--- src/rtl/ipi_pkg.sv ---
package ipi_pkg;
    localparam int DEST_W = 8;

    typedef enum logic [1:0] {
        SH_NONE   = 2'd0,
        SH_SELF   = 2'd1,
        SH_ALL    = 2'd2,
        SH_OTHERS = 2'd3
    } shorthand_t;

    typedef enum logic [1:0] {
        FMT_FLAT    = 2'd0,
        FMT_CLUSTER = 2'd1
    } fmt_t;

    typedef enum logic [1:0] {
        S_IDLE  = 2'd0,
        S_MATCH = 2'd1,
        S_PICK  = 2'd2
    } state_t;

    localparam logic [2:0] DM_LOWEST = 3'b001;
endpackage

--- src/rtl/ipi_match_unit.sv ---
module ipi_match_unit
    import ipi_pkg::*;
#(
    parameter int N_AGENTS = 8,
    localparam int IDX_W = (N_AGENTS > 1) ? $clog2(N_AGENTS) : 1
) (
    input  logic [DEST_W-1:0]          dest,
    input  logic                       dest_logical,
    input  logic [1:0]                 shorthand,
    input  logic [IDX_W-1:0]           src,
    input  logic [DEST_W*N_AGENTS-1:0] phys_id,
    input  logic [DEST_W*N_AGENTS-1:0] log_id,
    input  logic [2*N_AGENTS-1:0]      fmt,
    output logic [N_AGENTS-1:0]        hit
);
    for (genvar g = 0; g < N_AGENTS; g++) begin : g_agent
        logic [DEST_W-1:0] lid;
        logic              phys_hit;
        logic              log_hit;

        assign lid      = log_id[g*DEST_W +: DEST_W];
        assign phys_hit = (dest == 8'hFF) || (dest == phys_id[g*DEST_W +: DEST_W]);

        always_comb begin
            case (fmt[2*g +: 2])
                FMT_FLAT:    log_hit = |(lid & dest);
                FMT_CLUSTER: log_hit = (lid[7:4] == dest[7:4]) && |(lid[3:0] & dest[3:0]);
                default:     log_hit = 1'b0;
            endcase
        end

        always_comb begin
            case (shorthand)
                SH_NONE:   hit[g] = dest_logical ? log_hit : phys_hit;
                SH_SELF:   hit[g] = (src == IDX_W'(g));
                SH_ALL:    hit[g] = 1'b1;
                default:   hit[g] = (src != IDX_W'(g));
            endcase
        end
    end
endmodule

--- src/rtl/ipi_rr_picker.sv ---
module ipi_rr_picker #(
    parameter int N_AGENTS = 8,
    localparam int IDX_W = (N_AGENTS > 1) ? $clog2(N_AGENTS) : 1
) (
    input  logic [N_AGENTS-1:0] cand,
    input  logic [IDX_W-1:0]    prev,
    output logic [N_AGENTS-1:0] grant,
    output logic [IDX_W-1:0]    grant_idx,
    output logic                found
);
    int idx;

    always_comb begin
        grant     = '0;
        grant_idx = prev;
        found     = 1'b0;
        idx       = 0;
        for (int k = 1; k <= N_AGENTS; k++) begin
            idx = int'(prev) + k;
            if (idx >= N_AGENTS) idx = idx - N_AGENTS;
            if (!found && cand[idx]) begin
                grant[idx] = 1'b1;
                grant_idx  = IDX_W'(idx);
                found      = 1'b1;
            end
        end
    end
endmodule

--- src/rtl/ipi_dest_resolver.sv ---
module ipi_dest_resolver
    import ipi_pkg::*;
#(
    parameter int N_AGENTS = 8,
    localparam int IDX_W = (N_AGENTS > 1) ? $clog2(N_AGENTS) : 1
) (
    input  logic                       clk,
    input  logic                       rst_n,
    input  logic                       cmd_lo_we,
    input  logic [31:0]                cmd_lo,
    input  logic                       cmd_hi_we,
    input  logic [31:0]                cmd_hi,
    input  logic [IDX_W-1:0]           src_idx,
    input  logic [DEST_W*N_AGENTS-1:0] agent_phys_id,
    input  logic [DEST_W*N_AGENTS-1:0] agent_log_id,
    input  logic [2*N_AGENTS-1:0]      agent_fmt,
    input  logic [N_AGENTS-1:0]        agent_en,
    output logic [31:0]                cmd_lo_q,
    output logic [31:0]                cmd_hi_q,
    output logic                       out_valid,
    output logic [N_AGENTS-1:0]        out_targets,
    output logic [7:0]                 out_vector,
    output logic [2:0]                 out_dmode,
    output logic                       out_level,
    output logic                       out_trig
);
    state_t               state, state_nxt;
    logic                 busy;
    logic [IDX_W-1:0]     src_q;
    logic [IDX_W-1:0]     prev_q;
    logic [N_AGENTS-1:0]  match_w, match_q;
    logic [N_AGENTS-1:0]  grant;
    logic [IDX_W-1:0]     grant_idx;
    logic                 found;
    logic                 lowest;

    assign busy   = (state != S_IDLE);
    assign lowest = (cmd_lo_q[10:8] == DM_LOWEST);

    ipi_match_unit #(.N_AGENTS(N_AGENTS)) u_match (
        .dest         (cmd_hi_q[31:24]),
        .dest_logical (cmd_lo_q[11]),
        .shorthand    (cmd_lo_q[19:18]),
        .src          (src_q),
        .phys_id      (agent_phys_id),
        .log_id       (agent_log_id),
        .fmt          (agent_fmt),
        .hit          (match_w)
    );

    ipi_rr_picker #(.N_AGENTS(N_AGENTS)) u_pick (
        .cand      (match_q & agent_en),
        .prev      (prev_q),
        .grant     (grant),
        .grant_idx (grant_idx),
        .found     (found)
    );

    always_ff @(posedge clk or negedge rst_n) begin
        if (!rst_n) state <= S_IDLE;
        else        state <= state_nxt;
    end

    always_comb begin
        state_nxt = state;
        unique case (state)
            S_IDLE:  if (cmd_lo_we) state_nxt = S_MATCH;
            S_MATCH: state_nxt = S_PICK;
            S_PICK:  state_nxt = S_IDLE;
            default: state_nxt = S_IDLE;
        endcase
    end

    always_ff @(posedge clk or negedge rst_n) begin
        if (!rst_n) begin
            cmd_lo_q    <= '0;
            cmd_hi_q    <= '0;
            src_q       <= '0;
            prev_q      <= IDX_W'(N_AGENTS - 1);
            match_q     <= '0;
            out_valid   <= 1'b0;
            out_targets <= '0;
            out_vector  <= '0;
            out_dmode   <= '0;
            out_level   <= 1'b0;
            out_trig    <= 1'b0;
        end else begin
            out_valid <= 1'b0;
            unique case (state)
                S_IDLE: begin
                    if (cmd_hi_we) cmd_hi_q <= {cmd_hi[31:24], 24'h0};
                    if (cmd_lo_we) begin
                        cmd_lo_q <= cmd_lo & ~32'h0000_1000;
                        src_q    <= src_idx;
                    end
                end
                S_MATCH: match_q <= match_w;
                S_PICK: begin
                    out_valid   <= 1'b1;
                    out_targets <= lowest ? grant : match_q;
                    out_vector  <= cmd_lo_q[7:0];
                    out_dmode   <= cmd_lo_q[10:8];
                    out_level   <= cmd_lo_q[14];
                    out_trig    <= cmd_lo_q[15];
                    if (lowest && found) prev_q <= grant_idx;
                end
                default: ;
            endcase
        end
    end
endmodule

--- config.mk ---
export PLATFORM = sky130hd
export DESIGN_NAME = ipi_dest_resolver
export DESIGN_NICKNAME = d
export VERILOG_FILES = /design/src/rtl/ipi_pkg.sv /design/src/rtl/ipi_match_unit.sv /design/src/rtl/ipi_rr_picker.sv /design/src/rtl/ipi_dest_resolver.sv
export SDC_FILE = /design/constraint.sdc
export NUM_CORES = 1
export LEC_CHECK = 0
export ABC_AREA = 1
export BUFFER_PORTS_ARGS = -buffer_cell sky130_fd_sc_hd__buf_2
export CAP_MARGIN = 25
export CORE_MARGIN = 2
export CORE_UTILIZATION = 25
export CTS_BUF_LIST = sky130_fd_sc_hd__clkbuf_4
export CTS_CLUSTER_DIAMETER = 200
export DETAILED_ROUTE_END_ITERATION = 8
export HOLD_SLACK_MARGIN = 0.02
export PLACE_DENSITY = 0.59
export SLEW_MARGIN = 10
export SYNTH_ARGS = -nofsm -noshare
export SYNTH_HDL_FRONTEND = slang
export SYNTH_SLANG_ARGS = --single-unit
--- constraint.sdc ---
create_clock -name clk -period 3.94 [get_ports clk]
set_input_delay 0.394 -clock clk [delete_from_list [all_inputs] [get_ports clk]]
set_output_delay 0.394 -clock clk [all_outputs]
set_load 0.05 [all_outputs]
## Yosys cells after proc, flatten, opt, wreduce, memory -nomap -nowiden

Index checks and enable logic that the tools add are counted.

| storage, ports and cells | value |
|---|---|
| register bits after elaboration | 77 |
| latch bits | 0 |
| bits in writable memories | 0 |
| ROM bits | 0 |
| input port bits | 223 |
| output and inout port bits | 86 |
| memories | 0 |

| operators by class | value |
|---|---|
| add/sub/neg operators | 16 |
| multipliers | 0 |
| divide/modulo/power cells | 0 |
| order comparisons | 24 |
| equal/unequal tests | 45 |
| shift-type cells | 0 |
| multiplexer cells | 100 |
| bitwise operators | 24 |
| reductions and logical operators | 71 |

Operators with widths:

| kind | count |
|---|---|
| 32-bit by 1-bit greater-or-equal comparator with 1-bit output (second input constant) | 8 |
| 32-bit by 5-bit greater-or-equal comparator with 1-bit output (second input constant) | 8 |
| 32-bit by 5-bit less-than comparator with 1-bit output (second input constant) | 8 |
| 32-bit two-way mux | 8 |
| 32-bit by 5-bit subtractor with 32-bit output (second input constant) | 8 |
| 8-bit bitwise AND | 9 |
| 8-bit two-way mux | 9 |
| 8-bit equality test | 8 |
| 8-bit OR reduction | 8 |
| 8-bit OR | 7 |
| 1-bit two-way mux | 41 |
| 4-bit bitwise AND | 8 |
| 4-bit equality test | 8 |
| 4-bit OR reduction | 8 |
| 1-bit binary-select mux with 3-bit select | 8 |
| 1-bit demux with 3-bit select | 8 |
| 1-bit logical AND | 24 |
| 3-bit two-way mux | 8 |
| 1-bit one-hot mux with 3 select lines | 8 |
| 2-bit by 1-bit equality test with 1-bit output (second input constant) | 10 |
| 2-bit zero test | 10 |
| 3-bit by 3-bit adder with 4-bit output (second input constant) | 4 |
| 1-bit one-hot mux with 2 select lines | 8 |
| 3-bit equality test (second input constant) | 4 |
| 20 further kinds | 42 |

## Logic depth before layout (Yosys ltp)

| logic depth | value |
|---|---|
| depth in word-level cells | 30 |
| mapped depth | 20 |

## Hierarchy

Synthesis repeated with hierarchy kept, for this count alone.

| unflattened totals | value |
|---|---|
| cell total of the unflattened synthesis | 1,179 |
| area total of the unflattened synthesis | 7,428.4 um^2 |

Modules (own cells, without submodules):

| module | times used | cells each | area each (um^2) | sequential area each (um^2) |
|---|---|---|---|---|
| ipi_dest_resolver | 1 | 388 | 3,314.4 | 1,930.6 |
| ipi_match_unit | 1 | 493 | 2,534.9 | 0.0 |
| ipi_rr_picker | 1 | 298 | 1,579.0 | 0.0 |

## Worst setup path before layout

No wires, ideal clock.

| path | value |
|---|---|
| path kind | reg2reg |
| start point | reg prev_q[0] |
| end point | reg out_targets[0] |
| library setup time | 0.066 ns |
| arrival | 2.708 ns |
| required time | 3.874 ns |
| slack | 1.166 ns |
| cell stages (with the launch flop) | 18 |
| period minus slack after synthesis | 2.774 ns |
| path through | dfstp_2 -> buf_6 -> inv_8 -> buf_8 -> clkbuf_1 -> ha_1 -> buf_2 -> inv_2 -> nand3_1 -> nand2_2 -> o21ai_4 -> nand4_4 -> nor2_8 -> buf_6 -> nand4_2 -> nand3_1 -> nand2_1 -> nand2_1 |

| on the way | value |
|---|---|
| word-level cells in the longest chain between the ends | 29 |
| elaborated cells between the ends (all ways) | 133 |
| classes of those cells | 16 x add/sub; 24 x order compare; 64 x mux; 7 x bitwise; 22 x reduce/logical |

RTL lines:

| item | line | text |
|---|---|---|
| start: declaration | ipi_dest_resolver.sv:30 | `logic [IDX_W-1:0] prev_q;` |
| start signal: assignment | ipi_dest_resolver.sv:79 | `prev_q <= IDX_W'(N_AGENTS - 1);` |
| start signal: assignment | ipi_dest_resolver.sv:105 | `if (lowest && found) prev_q <= grant_idx;` |
| parallel branches: the longest is 27 deep, another holds 32-bit by 5-bit subtractor with 32-bit output | n/a |  |
| 8-bit two-way mux * | ipi_rr_picker.sv:21 | `if (!found && cand[idx]) begin` |
| 8-bit two-way mux * | ipi_dest_resolver.sv:100 | `out_targets <= lowest ? grant : match_q;` |
| end signal: assignment | ipi_dest_resolver.sv:100 |  |
| end: declaration | ipi_dest_resolver.sv:21 | `output logic [N_AGENTS-1:0] out_targets,` |

Every way passes the cells marked *. The select of a mux whose other input is x is not followed.
A chain may end at the register's enable or synchronous reset.

## Worst setup path after layout

| path | value |
|---|---|
| start point | reg prev_q[1] |
| end point | reg prev_q[0] |

| on the way | value |
|---|---|
| word-level cells in the longest chain between the ends | 30 |
| elaborated cells between the ends (all ways) | 89 |
| classes of those cells | 16 x add/sub; 8 x order compare; 48 x mux; 17 x reduce/logical |

RTL lines:

| item | line | text |
|---|---|---|
| 3-bit by 1-bit adder with 4-bit output | ipi_rr_picker.sv:19 | `idx = int'(prev) + k;` |
| 32-bit by 5-bit subtractor with 32-bit output or 32-bit by 5-bit greater-or-equal comparator with 1-bit output (tied branches) | ipi_rr_picker.sv:20 | `if (idx >= N_AGENTS) idx = idx - N_AGENTS;` |
| 32-bit two-way mux | ipi_rr_picker.sv:20 |  |
| 1-bit binary-select mux with 3-bit select | ipi_rr_picker.sv:21 |  |
| 1-bit two-way mux (implied by the code) (2 in series) | ipi_rr_picker.sv:21 |  |
| 1-bit two-way mux | ipi_rr_picker.sv:21 |  |
| 1-bit zero test | ipi_rr_picker.sv:21 |  |
| 1-bit logical AND | ipi_rr_picker.sv:21 |  |
| [13 not listed] | n/a |  |
| 1-bit zero test | ipi_rr_picker.sv:21 |  |
| 1-bit logical AND | ipi_rr_picker.sv:21 |  |
| 1-bit two-way mux | ipi_rr_picker.sv:21 |  |
| 1-bit zero test | ipi_rr_picker.sv:21 |  |
| 1-bit logical AND | ipi_rr_picker.sv:21 |  |
| 1-bit two-way mux | ipi_rr_picker.sv:21 |  |
| 1-bit logical AND | ipi_dest_resolver.sv:105 |  |
| 3-bit AND reduction (no source line) | n/a |  |

Parallel ways exist; a longest one is shown, timed or not. The select of a mux whose other input is x is not followed.

==> flow_metrics.py <==
metrics = {
    "run_status": {
        "status": "finished clean",
    },
    "timing": {
        "setup-violations-final": 0,
        "fin_crit_sh_pct": 78.6,
        "layout_min_cycle_time_ns": 3.10,
        "timing_limited_maximum_frequency_ghz": 0.323,
        "maxSlewHeadroom_pct": 31.5,
        "final_max_slew_viol_count": 0,
        "rsz0062_at_grt": "no",
        "timing.setup.tns_ns": 0,
        "postLayoutSetupSlackWorst_ns": 0.842,
        "tightestPinTransition_ns": 1.03,
        "hold_violations": 0,
        "skew_ns": 0.0355,
    },
    "clocking": {
        "clock_transition_at_the_registers_of_the_reported_paths_ns": 0.16,
        "clock_tree.root_cell": "sky130_fd_sc_hd__clkbuf_4",
        "cts_made_buffers": 9,
        "cts.htree.levels": 3,
        "count_of_clock_tree_sinks": 77,
        "max-clock-path-buffers": 2,
        "cts.repair.resized": 0,
        "postCtsSetupRepairBufs": 0,
        "clk-insertion-delay-late_ns": 0.45,
        "cts_tree": "done",
    },
    "die": {
        "design.die.area_mm2": 0.0284,
        "die_y_um": 169,
        "ioPinCount": 309,
        "initial_utilization_pct": 25.3,
        "fp-row-count": 60,
        "coreArea_mm2": 0.0268,
        "die_w_um": 169,
    },
    "layout": {
        "share_of_cells_above_drive_strength_1_pct": 28.9,
        "nets": 1454,
        "finish.cell_count_without_fillers": 1537,
        "areaGrowthSynthToFinish_pct": 23.7,
        "finish.instance_area_mm2": 0.00838,
    },
    "grt": {
        "grt_pass1_vias": 6893,
        "grt_start_max_net_pins": 78,
        "initial_antenna_violation_count": 2,
        "grt_first_pass_wirelength_um": 36500,
        "gr-usage-all-layers_pct": 16.3,
        "globalRouteOverflowTotal": 0,
    },
    "routing": {
        "wl_met3_um": 1480,
        "remaining_drc_errors": 0,
        "routed-wl-met2_um": 11300,
        "number_of_search_and_repair_iterations_in_the_first_detailed_routing_pass": 5,
        "drtIter0Drc": 418,
        "routed_wl_um": 23700,
        "wire_per_inst_um": 15.4,
        "via_count": 7167,
        "route.detailed.vias_per_inst": 4.66,
        "top_layer": "met5",
        "wl_on_met1_um": 10000,
        "drt.antenna.violating_nets": 0,
    },
    "flow_run": {
        "timing.max_cap.violations": 0,
    },
    "worst_setup_path": {
        "critical_path_arrival_ns": 3.45,
        "crit_type": "register to register",
        "worstPathRequired_ns": 4.29,
        "crit_path_start_kind": "register",
        "type_of_destination_of_the_critical_path": "register",
        "cp_max_fo": 19,
    },
    "worst_hold_path": {
        "worst_hold_path_type": "input port to register",
    },
    "logic_synthesis": {
        "synth_area_per_cell_um2": 7.11,
        "synth_warnings": 0,
        "syn_inst": 953,
        "syn-cell-area_mm2": 0.00678,
        "synth_cell_types": 42,
        "postSynthRegisterBits": 77,
        "synth.yosys.seq_area_share_pct": 28.5,
    },
    "placed_design": {
        "hpwlAfterDp_um": 18900,
        "placed_cells_incl_taps": 1518,
        "place_worst_setup_slack_ns": 0.861,
        "placed_area_mm2": 0.00823,
        "buffer_ports.inserted": 258,
        "place_congestion": 0.904,
    },
    "power": {
        "ir_drop_mv": 0.323,
        "power.density_mw_per_mm2": 733,
        "leakagePower_nw": 4.32,
    },
}
[power by group]
part | switching (mW) | internal (mW)
clock | 0.294 | 0.136
sequential | 0.419 | 1.05
combinational | 3.03 | 1.21
[registers in the layout, indices dropped and copies added, names as in the netlist, 2 cells and up]
name,flops
match_q,8
cmd_hi_q,8
out_targets,8
prev_q,3
cmd_lo_q,31
src_q,3
out_dmode,3
state,2
out_vector,8
[logic make-up after synthesis]
family	share of synthesized area [%]
other	0.0553
XOR/XNOR	6.59
flip-flops	28.5
AND/OR/NAND/NOR	37.5
buffers and inverters	10.2
AO/OA/AOI/OAI	8.60
multiplexers	0.997
adder cells (fa/ha/maj)	7.57
[routing by layer]
metal  vias up  GRT usage (%)
met5         -              0
met4         2           7.31
met3        45           2.74
met2       269           28.1
met1      3248           20.0
li1       3603              -
[through the flow]
stage | util (%) | total power, mW | hold slack (ns)
2_1_floorplan | - | 4.65 | 0.0984
3_3_place_gp | 30.7 | 5.67 | 0.455
3_5_place_dp | 30.7 | 5.71 | 0.461
4_1_cts | 31.1 | 6.16 | 0.0915
5_1_grt | 31.3 | 6.63 | 0.126
6_report | 31.3 | 6.14 | 0.140
[layout make-up]
class | count | area [µm²]
Antenna cell | 1 | 2.50
Clock buffer | 10 | 75.1
Clock inverter | 6 | 38.8
Fill cell | 2935 | 18400
Inverter | 66 | 263
Multi-Input combinational cell | 767 | 4250
Sequential cell | 77 | 1930
Tap cell | 341 | 427
Timing Repair Buffer | 269 | 1400
[cells in the final DEF (no fill, tap or decap), types with 11 or more instances in the layout]
| cell | synthesis | layout |
|---|---|---|
| sky130_fd_sc_hd__a21oi_1 | 16 | 16 |
| sky130_fd_sc_hd__buf_2 | 7 | 257 |
| sky130_fd_sc_hd__conb_1 | 1 | 25 |
| sky130_fd_sc_hd__dfrtp_1 | 74 | 74 |
| sky130_fd_sc_hd__ha_1 | 41 | 41 |
| sky130_fd_sc_hd__inv_1 | 55 | 55 |
| sky130_fd_sc_hd__nand2_1 | 288 | 288 |
| sky130_fd_sc_hd__nand3_1 | 92 | 92 |
| sky130_fd_sc_hd__nand4_1 | 38 | 38 |
| sky130_fd_sc_hd__nor2_1 | 53 | 53 |
| sky130_fd_sc_hd__nor3_1 | 17 | 17 |
| sky130_fd_sc_hd__nor4_1 | 13 | 13 |
| sky130_fd_sc_hd__o21ai_0 | 60 | 60 |
| sky130_fd_sc_hd__o41ai_1 | 11 | 11 |
| sky130_fd_sc_hd__or2_2 | 16 | 16 |
| sky130_fd_sc_hd__xnor2_1 | 33 | 33 |
| sky130_fd_sc_hd__xor2_1 | 18 | 18 |
[worst paths after layout]
kind,start,endpoint,slack (ns),cells after the start
min,cmd_lo[6],cmd_lo_q[6],0.14,3
max in group asynchronous,rst_n,prev_q[0],2.96,3
max,prev_q[1],prev_q[0],0.84,12
max reg2reg,prev_q[1],prev_q[0],0.84,12
min in group asynchronous,rst_n,out_targets[4],0.31,2
min reg2reg,out_dmode[1],out_dmode[1],0.48,2
[critical path, stage by stage (launching register included)]
cell and delay (ns):
sky130_fd_sc_hd__dfstp_2 0.70, sky130_fd_sc_hd__inv_1 0.25, sky130_fd_sc_hd__ha_1 0.44, sky130_fd_sc_hd__buf_4 0.23, sky130_fd_sc_hd__nand3_1 0.14, sky130_fd_sc_hd__nand2_2 0.12, sky130_fd_sc_hd__o21ai_4 0.27, sky130_fd_sc_hd__nand4_4 0.17
sky130_fd_sc_hd__nor2_8 0.28, sky130_fd_sc_hd__nand2_1 0.11, sky130_fd_sc_hd__nand2_1 0.11, sky130_fd_sc_hd__nor2_1 0.06, sky130_fd_sc_hd__xor2_1 0.14
[timing repair]
item / 4_1_cts / 5_1_grt
hold buffers: 0 / 1
endpoints found under the hold margin: 0 / 14
endpoints found under the setup margin: 0 / 0
[cell usage after synthesis, drive strengths merged]
master  count  share of area (%)
xor2       18                2.3
inv        62                3.7
dfstp       3                1.2
clkinv      4               0.22
conb        1              0.055
mux2        6                1.0
dfrtp      74                 27
o21ai      62                4.7
nor3       17                1.3
ha         41                7.6
a221oi      8                1.0
buf        45                5.1
a21oi      17                1.3
a31oi       1              0.092
xnor2      33                4.3
clkbuf     22                1.2
nand3      99                7.8
nor2       57                3.8
or2        16                1.5
nand2     302                 18
nor4       13                1.2
o41ai      11                1.4
nand4      41                4.3
No activity file was read; power rests on OpenSTA's default activity.
